[config.mk]
export PLATFORM = sky130hd
export DESIGN_NAME = spi_buf_irq
export DESIGN_NICKNAME = d
export VERILOG_FILES = /design/src/rtl/spi_buf_pkg.sv /design/src/rtl/spi_buf_fifo.sv /design/src/rtl/spi_buf_irq_logic.sv /design/src/rtl/spi_buf_irq.sv
export SDC_FILE = /design/constraint.sdc
export NUM_CORES = 1
export LEC_CHECK = 0
export ABC_CLOCK_PERIOD_IN_PS = 7300
export BUFFER_PORTS_ARGS = -buffer_cell sky130_fd_sc_hd__buf_2
export CAP_MARGIN = 0
export CORE_MARGIN = 1.5
export CORE_UTILIZATION = 55
export CTS_CLUSTER_DIAMETER = 80
export CTS_CLUSTER_SIZE = 25
export DETAILED_ROUTE_END_ITERATION = 8
export MAX_ROUTING_LAYER = met4
export PLACE_DENSITY_LB_ADDON = 0.12
export SYNTH_ARGS = -nofsm -noshare
export SYNTH_HDL_FRONTEND = slang
export SYNTH_HIERARCHICAL = 1
export SYNTH_SLANG_ARGS = --single-unit
[constraint.sdc]
create_clock -name clk -period 7.3 [get_ports clk]
set_clock_uncertainty 0.2 [all_clocks]
set_input_delay 1.46 -clock clk [delete_from_list [all_inputs] [get_ports clk]]
set_output_delay 1.46 -clock clk [all_outputs]
set_load 0.03 [all_outputs]
[src/rtl/spi_buf_pkg.sv]
package spi_buf_pkg;
  typedef enum logic [3:0] {
    RI_CTRL = 4'h0,
    RI_QCTL = 4'h1,
    RI_STAT = 4'h2,
    RI_ISC  = 4'h3,
    RI_IEN  = 4'h4,
    RI_DATA = 4'h5
  } reg_idx_e;

  localparam int B_EN        = 0;
  localparam int B_RXLVL_LO  = 0;
  localparam int B_RXFLUSH   = 4;
  localparam int B_TXLVL_LO  = 8;
  localparam int B_TXFLUSH   = 12;
  localparam int B_F_OVR     = 0;
  localparam int B_F_RC      = 3;
  localparam int B_F_TC      = 4;
  localparam int B_F_RDY     = 9;
endpackage

[src/rtl/spi_buf_fifo.sv]
module spi_buf_fifo #(
  parameter int W     = 32,
  parameter int DEPTH = 8,
  localparam int PTR_W = (DEPTH > 1) ? $clog2(DEPTH) : 1,
  localparam int CNT_W = $clog2(DEPTH + 1)
) (
  input  logic             clk,
  input  logic             rst,
  input  logic             flush,
  input  logic             push,
  input  logic [W-1:0]     wdata,
  input  logic             pop,
  output logic [W-1:0]     rdata,
  output logic [CNT_W-1:0] count,
  output logic             full,
  output logic             empty,
  output logic             push_ok,
  output logic             pop_ok
);
  logic [W-1:0]     mem [DEPTH];
  logic [PTR_W-1:0] wp, rp;

  assign full    = (count == CNT_W'(DEPTH));
  assign empty   = (count == '0);
  assign push_ok = push & ~full;
  assign pop_ok  = pop & ~empty;
  assign rdata   = mem[rp];

  function automatic logic [PTR_W-1:0] nxt(input logic [PTR_W-1:0] p);
    return (p == PTR_W'(DEPTH - 1)) ? '0 : p + PTR_W'(1);
  endfunction

  always_ff @(posedge clk) begin
    if (push_ok) mem[wp] <= wdata;
  end

  always_ff @(posedge clk) begin
    if (rst || flush) begin
      wp    <= '0;
      rp    <= '0;
      count <= '0;
    end else begin
      if (push_ok) wp <= nxt(wp);
      if (pop_ok)  rp <= nxt(rp);
      count <= count + CNT_W'(push_ok) - CNT_W'(pop_ok);
    end
  end
endmodule

[src/rtl/spi_buf_irq_logic.sv]
module spi_buf_irq_logic #(
  parameter int CNT_W = 4,
  parameter int LVL_W = 4
) (
  input  logic             clk,
  input  logic             rst,
  input  logic             rx_drop,
  input  logic             rx_push_ok,
  input  logic [CNT_W-1:0] rx_cnt_next,
  input  logic [CNT_W-1:0] rx_count,
  input  logic [LVL_W-1:0] rx_lvl,
  input  logic             tx_pop_ok,
  input  logic [CNT_W-1:0] tx_cnt_next,
  input  logic [LVL_W-1:0] tx_lvl,
  input  logic             clr_stb,
  input  logic             clr_ovr,
  input  logic             clr_rc,
  input  logic             clr_tc,
  input  logic             ie_ovr,
  input  logic             ie_rc,
  output logic             flag_ovr,
  output logic             flag_rc,
  output logic             flag_tc,
  output logic             rx_ready,
  output logic             irq
);
  logic set_rc, set_tc;

  assign set_rc   = rx_push_ok && (rx_lvl != '0) && (int'(rx_cnt_next) == int'(rx_lvl));
  assign set_tc   = tx_pop_ok && (int'(tx_cnt_next) == int'(tx_lvl));
  assign rx_ready = (rx_lvl != '0) && (int'(rx_count) >= int'(rx_lvl));

  always_ff @(posedge clk) begin
    if (rst) begin
      flag_ovr <= 1'b0;
      flag_rc  <= 1'b0;
      flag_tc  <= 1'b0;
      irq      <= 1'b0;
    end else begin
      if (rx_drop)                flag_ovr <= 1'b1;
      else if (clr_stb && clr_ovr) flag_ovr <= 1'b0;
      if (set_rc)                 flag_rc  <= 1'b1;
      else if (clr_stb && clr_rc)  flag_rc  <= 1'b0;
      if (set_tc)                 flag_tc  <= 1'b1;
      else if (clr_stb && clr_tc)  flag_tc  <= 1'b0;
      irq <= (flag_ovr & ie_ovr) | (flag_rc & ie_rc);
    end
  end
endmodule

[src/rtl/spi_buf_irq.sv]
module spi_buf_irq
  import spi_buf_pkg::*;
#(
  parameter int DEPTH  = 8,
  parameter int DATA_W = 32,
  parameter int ADDR_W = 6,
  parameter int LVL_W  = 4,
  localparam int CNT_W = $clog2(DEPTH + 1),
  localparam int IDX_W = ADDR_W - 2
) (
  input  logic              clk,
  input  logic              rst,
  input  logic              reg_wr,
  input  logic              reg_rd,
  input  logic [ADDR_W-1:0] reg_addr,
  input  logic [DATA_W-1:0] reg_wdata,
  output logic [DATA_W-1:0] reg_rdata,
  output logic              eng_tx_valid,
  output logic [DATA_W-1:0] eng_tx_data,
  input  logic              eng_tx_take,
  input  logic              eng_rx_valid,
  input  logic [DATA_W-1:0] eng_rx_data,
  output logic              irq
);
  logic [IDX_W-1:0] idx;
  logic             ctrl_en, ie_ovr, ie_rc;
  logic [LVL_W-1:0] rx_lvl, tx_lvl;
  logic             wr_ctrl, wr_qctl, wr_isc, wr_ien, wr_data, rd_data;
  logic             tx_flush, rx_flush;
  logic [CNT_W-1:0] tx_count, rx_count, tx_cnt_next, rx_cnt_next;
  logic             tx_full, tx_empty, rx_full, rx_empty;
  logic             tx_push_ok, tx_pop_ok, rx_push_ok, rx_pop_ok;
  logic [DATA_W-1:0] rx_head, rd_val;
  logic             flag_ovr, flag_rc, flag_tc, rx_ready;

  assign idx      = reg_addr[ADDR_W-1:2];
  assign wr_ctrl  = reg_wr && (idx == IDX_W'(RI_CTRL));
  assign wr_qctl  = reg_wr && (idx == IDX_W'(RI_QCTL));
  assign wr_isc   = reg_wr && (idx == IDX_W'(RI_ISC));
  assign wr_ien   = reg_wr && (idx == IDX_W'(RI_IEN));
  assign wr_data  = reg_wr && (idx == IDX_W'(RI_DATA));
  assign rd_data  = reg_rd && (idx == IDX_W'(RI_DATA));
  assign tx_flush = wr_qctl && reg_wdata[B_TXFLUSH];
  assign rx_flush = wr_qctl && reg_wdata[B_RXFLUSH];

  assign eng_tx_valid = ctrl_en & ~tx_empty & ~rx_full;

  spi_buf_fifo #(.W(DATA_W), .DEPTH(DEPTH)) i_txq (
    .clk(clk), .rst(rst), .flush(tx_flush),
    .push(wr_data), .wdata(reg_wdata),
    .pop(eng_tx_valid && eng_tx_take), .rdata(eng_tx_data),
    .count(tx_count), .full(tx_full), .empty(tx_empty),
    .push_ok(tx_push_ok), .pop_ok(tx_pop_ok)
  );

  spi_buf_fifo #(.W(DATA_W), .DEPTH(DEPTH)) i_rxq (
    .clk(clk), .rst(rst), .flush(rx_flush),
    .push(eng_rx_valid), .wdata(eng_rx_data),
    .pop(rd_data), .rdata(rx_head),
    .count(rx_count), .full(rx_full), .empty(rx_empty),
    .push_ok(rx_push_ok), .pop_ok(rx_pop_ok)
  );

  assign tx_cnt_next = tx_count + CNT_W'(tx_push_ok) - CNT_W'(tx_pop_ok);
  assign rx_cnt_next = rx_count + CNT_W'(rx_push_ok) - CNT_W'(rx_pop_ok);

  spi_buf_irq_logic #(.CNT_W(CNT_W), .LVL_W(LVL_W)) i_irq (
    .clk(clk), .rst(rst),
    .rx_drop(eng_rx_valid && rx_full), .rx_push_ok(rx_push_ok),
    .rx_cnt_next(rx_cnt_next), .rx_count(rx_count), .rx_lvl(rx_lvl),
    .tx_pop_ok(tx_pop_ok), .tx_cnt_next(tx_cnt_next), .tx_lvl(tx_lvl),
    .clr_stb(wr_isc), .clr_ovr(reg_wdata[B_F_OVR]),
    .clr_rc(reg_wdata[B_F_RC]), .clr_tc(reg_wdata[B_F_TC]),
    .ie_ovr(ie_ovr), .ie_rc(ie_rc),
    .flag_ovr(flag_ovr), .flag_rc(flag_rc), .flag_tc(flag_tc),
    .rx_ready(rx_ready), .irq(irq)
  );

  always_ff @(posedge clk) begin
    if (rst) begin
      ctrl_en <= 1'b0;
      ie_ovr  <= 1'b0;
      ie_rc   <= 1'b0;
      rx_lvl  <= '0;
      tx_lvl  <= '0;
    end else begin
      if (wr_ctrl) ctrl_en <= reg_wdata[B_EN];
      if (wr_qctl) begin
        rx_lvl <= reg_wdata[B_RXLVL_LO +: LVL_W];
        tx_lvl <= reg_wdata[B_TXLVL_LO +: LVL_W];
      end
      if (wr_ien) begin
        ie_ovr <= reg_wdata[B_F_OVR];
        ie_rc  <= reg_wdata[B_F_RC];
      end
    end
  end

  always_comb begin
    rd_val = '0;
    case (idx)
      IDX_W'(RI_CTRL): rd_val[B_EN] = ctrl_en;
      IDX_W'(RI_QCTL): begin
        rd_val[B_RXLVL_LO +: LVL_W] = rx_lvl;
        rd_val[B_TXLVL_LO +: LVL_W] = tx_lvl;
      end
      IDX_W'(RI_STAT): rd_val[0] = ~rx_empty;
      IDX_W'(RI_ISC): begin
        rd_val[B_F_OVR] = flag_ovr;
        rd_val[B_F_RC]  = flag_rc;
        rd_val[B_F_TC]  = flag_tc;
        rd_val[B_F_RDY] = rx_ready;
      end
      IDX_W'(RI_IEN): begin
        rd_val[B_F_OVR] = ie_ovr;
        rd_val[B_F_RC]  = ie_rc;
      end
      IDX_W'(RI_DATA): rd_val = rx_empty ? '0 : rx_head;
      default: rd_val = '0;
    endcase
  end

  always_ff @(posedge clk) begin
    if (rst)         reg_rdata <= '0;
    else if (reg_rd) reg_rdata <= rd_val;
  end
endmodule

==> impl_metrics.toml <==
[floorplan]
die_w_um = 209
start_util_pct = 55.7
ios = 142
die_area_um2 = 43600
row_count = 75
coreArea_um2 = 41900
die_h_um = 209

[sta]
layout_setup_ws_ns = 2.59
max_freq_mhz = 212
worstMarginPinSlew_ns = 1.03
period_minus_slack_ns = 4.71
fin_tns_setup_ns = 0
max_slew_margin_pct = 31.6
hold_viol = 0
fin_crit_sh_pct = 64.6
setup_viol = 0
rsz0062_at_grt = "no"
whs_ns = 0.268
finalMaxSlewViolations = 0

[global_route]
grt_pass1_wl_mm = 68.6
grt_util_all_layers_pct = 21.7
gr-total-overflow = 0
grt_max_degree = 65
antenna_found_initial = 6
grt_pass1_vias = 11400

[cts]
cts_root_buf = "clkbuf_16"
cts_buffer_depth = 3
numCtsBuffers = 28
cts.clk_slew.worst_paths_ns = 0.10
cts.repair.resized = 0
cts_tree = "built"
cts.htree.levels = 1
cts_num_sinks = 585
ctsHoldBuffers = 0
postCtsSetupRepairBufs = 0
clock_latency_ns = 0.59

[power]
p_int_w = 0.00466
sw_frac_of_total_pct = 21.3
power_frac_comb_pct = 6.9
cellLeakagePower_nw = 8.44
ir_drop_mv = 0.200
p_seq_share_pct = 63.5
power_w = 0.00593
power.switching_w = 0.00126
p_clk_share_pct = 29.6
powerDensity_nw_per_um2 = 232

[min_path]
min_from = "reg_rdata[14]"
whs_path_depth = 2
hold_end = "reg_rdata[14]"
hp-class = "register to register"

[synthesis]
avgSynthCellArea_um2 = 19.6
synth.net_count = 1302
yosysWarnings = 6
synth_cells = 1190
mappedNetlistArea_um2 = 23300

[setup_path]
reg2regPathDepth = 15
worst_setup_path_start_kind = "register"
r2r-start = "i_rxq/count[2]"
r2r_slack_ns = 3.45
crit_type = "register to output port"
cp-end-kind = "output port"
cp_max_fo = 35
arrival_ns = 3.05
required_ns = 5.64
rr_endpoint = "i_irq/flag_tc"

[drt]
dr.first_iter.drc_count = 768
finalWirelength_mm = 45.2
viasPerCell = 5.91
via_count = 11200
drtPass1Iterations = 5
route.detailed.drc = 0
drt-wirelength-per-cell_um = 23.9
final_antenna_net_count = 0

[finish]
nets = 1437
layout-drive-gt1-share_pct = 25.5
syn_to_final_growth_pct = 9.40
seq_area_um2 = 16800
multi_input_area_um2 = 6080
fillers = 3059

[run_status]
status = "finished, final reports clean"

[placement]
place_ws_ns = 2.70
post-dp-hpwl_mm = 25.4
portBuffers = 139
gp_congestion = 0.762

[flow_run]
maxCapViolCount = 0
## area by class of cell
type                    instances  share of cell area, %
multi-input cells             507                   23.8
clock buffers                  47                   3.19
flip-flops and latches        585                   66.1
clock inverters                 5                  0.186
inverters                      41                  0.604
well taps                     539                   2.64
diodes                          7                 0.0687
repair buffers                162                   3.41
## cells in the final DEF (no fill, tap or decap), types with 3 or more instances in the layout
cell type,n
a21o_1,4
a21oi_1,31
a221oi_1,6
and2_1,8
buf_2,139
buf_4,23
clkbuf_1,16
clkbuf_16,29
clkinv_2,3
dfxtp_1,68
dfxtp_2,3
diode_2,7
edfxtp_1,512
fa_1,4
ha_1,32
inv_1,41
mux2_2,65
mux2i_1,19
mux4_1,76
mux4_2,52
nand2_1,53
nand2b_1,4
nand3_1,27
nand3b_1,3
nand4_1,6
nor2_1,35
nor2_4,6
nor3_1,12
nor3_2,8
o21ai_0,10
or3_1,3
or3b_2,4
xnor2_1,6
xor2_1,6
## power groups by stage
stage	sequential, W	clock [W]	combinational, W
6_report	0.00376	0.00176	0.000408
5_1_grt	0.00377	0.00191	0.000458
4_1_cts	0.00376	0.00180	0.000414
3_5_place_dp	0.00384	0	0.000412
3_3_place_gp	0.00383	0	0.000405
2_1_floorplan	0.00384	0	0.000256
## per-stage QoR
step	cells	area, um2	utilization, %
after detailed placement	1834	24600	58.8
after global routing	1891	25500	60.9
final	1893	25500	60.9
after global placement	1834	24600	58.8
after CTS	1886	25500	60.9
after floorplan	1190	23300	-
## how the worst max path moves through the flow
stage           startpoint  cells past startpoint  slack (ns)              end
2_1_floorplan  reg_addr[3]                      4        1.42  i_txq/mem[0][0]
3_3_place_gp        reg_rd                     12        2.76    i_irq/flag_rc
3_5_place_dp        reg_rd                     12        2.70    i_irq/flag_rc
4_1_cts           register                      4        2.48   eng_tx_data[2]
5_1_grt           register                      4        2.40  eng_tx_data[10]
6_report          register                      4        2.59  eng_tx_data[16]
## registers in the layout, indices dropped and copies added (netlist names), named ones only
name,cells
ctrl_en,1
i_irq/flag_ovr,1
i_irq/flag_rc,1
i_irq/flag_tc,1
i_irq/irq,1
i_rxq/count,4
i_rxq/mem,256
i_rxq/rp,3
i_rxq/wp,3
i_txq/count,4
i_txq/mem,256
i_txq/rp,3
i_txq/wp,3
ie_ovr,1
ie_rc,1
reg_rdata,32
rx_lvl,4
tx_lvl,4
## worst max-delay path: stages (launching register included)
cell and delay, ns:
dfxtp_4 0.69, buf_4 0.63, mux4_1 0.64, mux2_2 0.29, buf_2 0.18
## layer usage
metal	global-route usage [%]	vias up	wire, um
met4	3.62	0	665
met3	2.90	47	2030
met5	-	-	0
met1	29.7	5805	19700
li1	-	5088	-
met2	35.7	248	22800
Power figures use the tool's default switching activity.
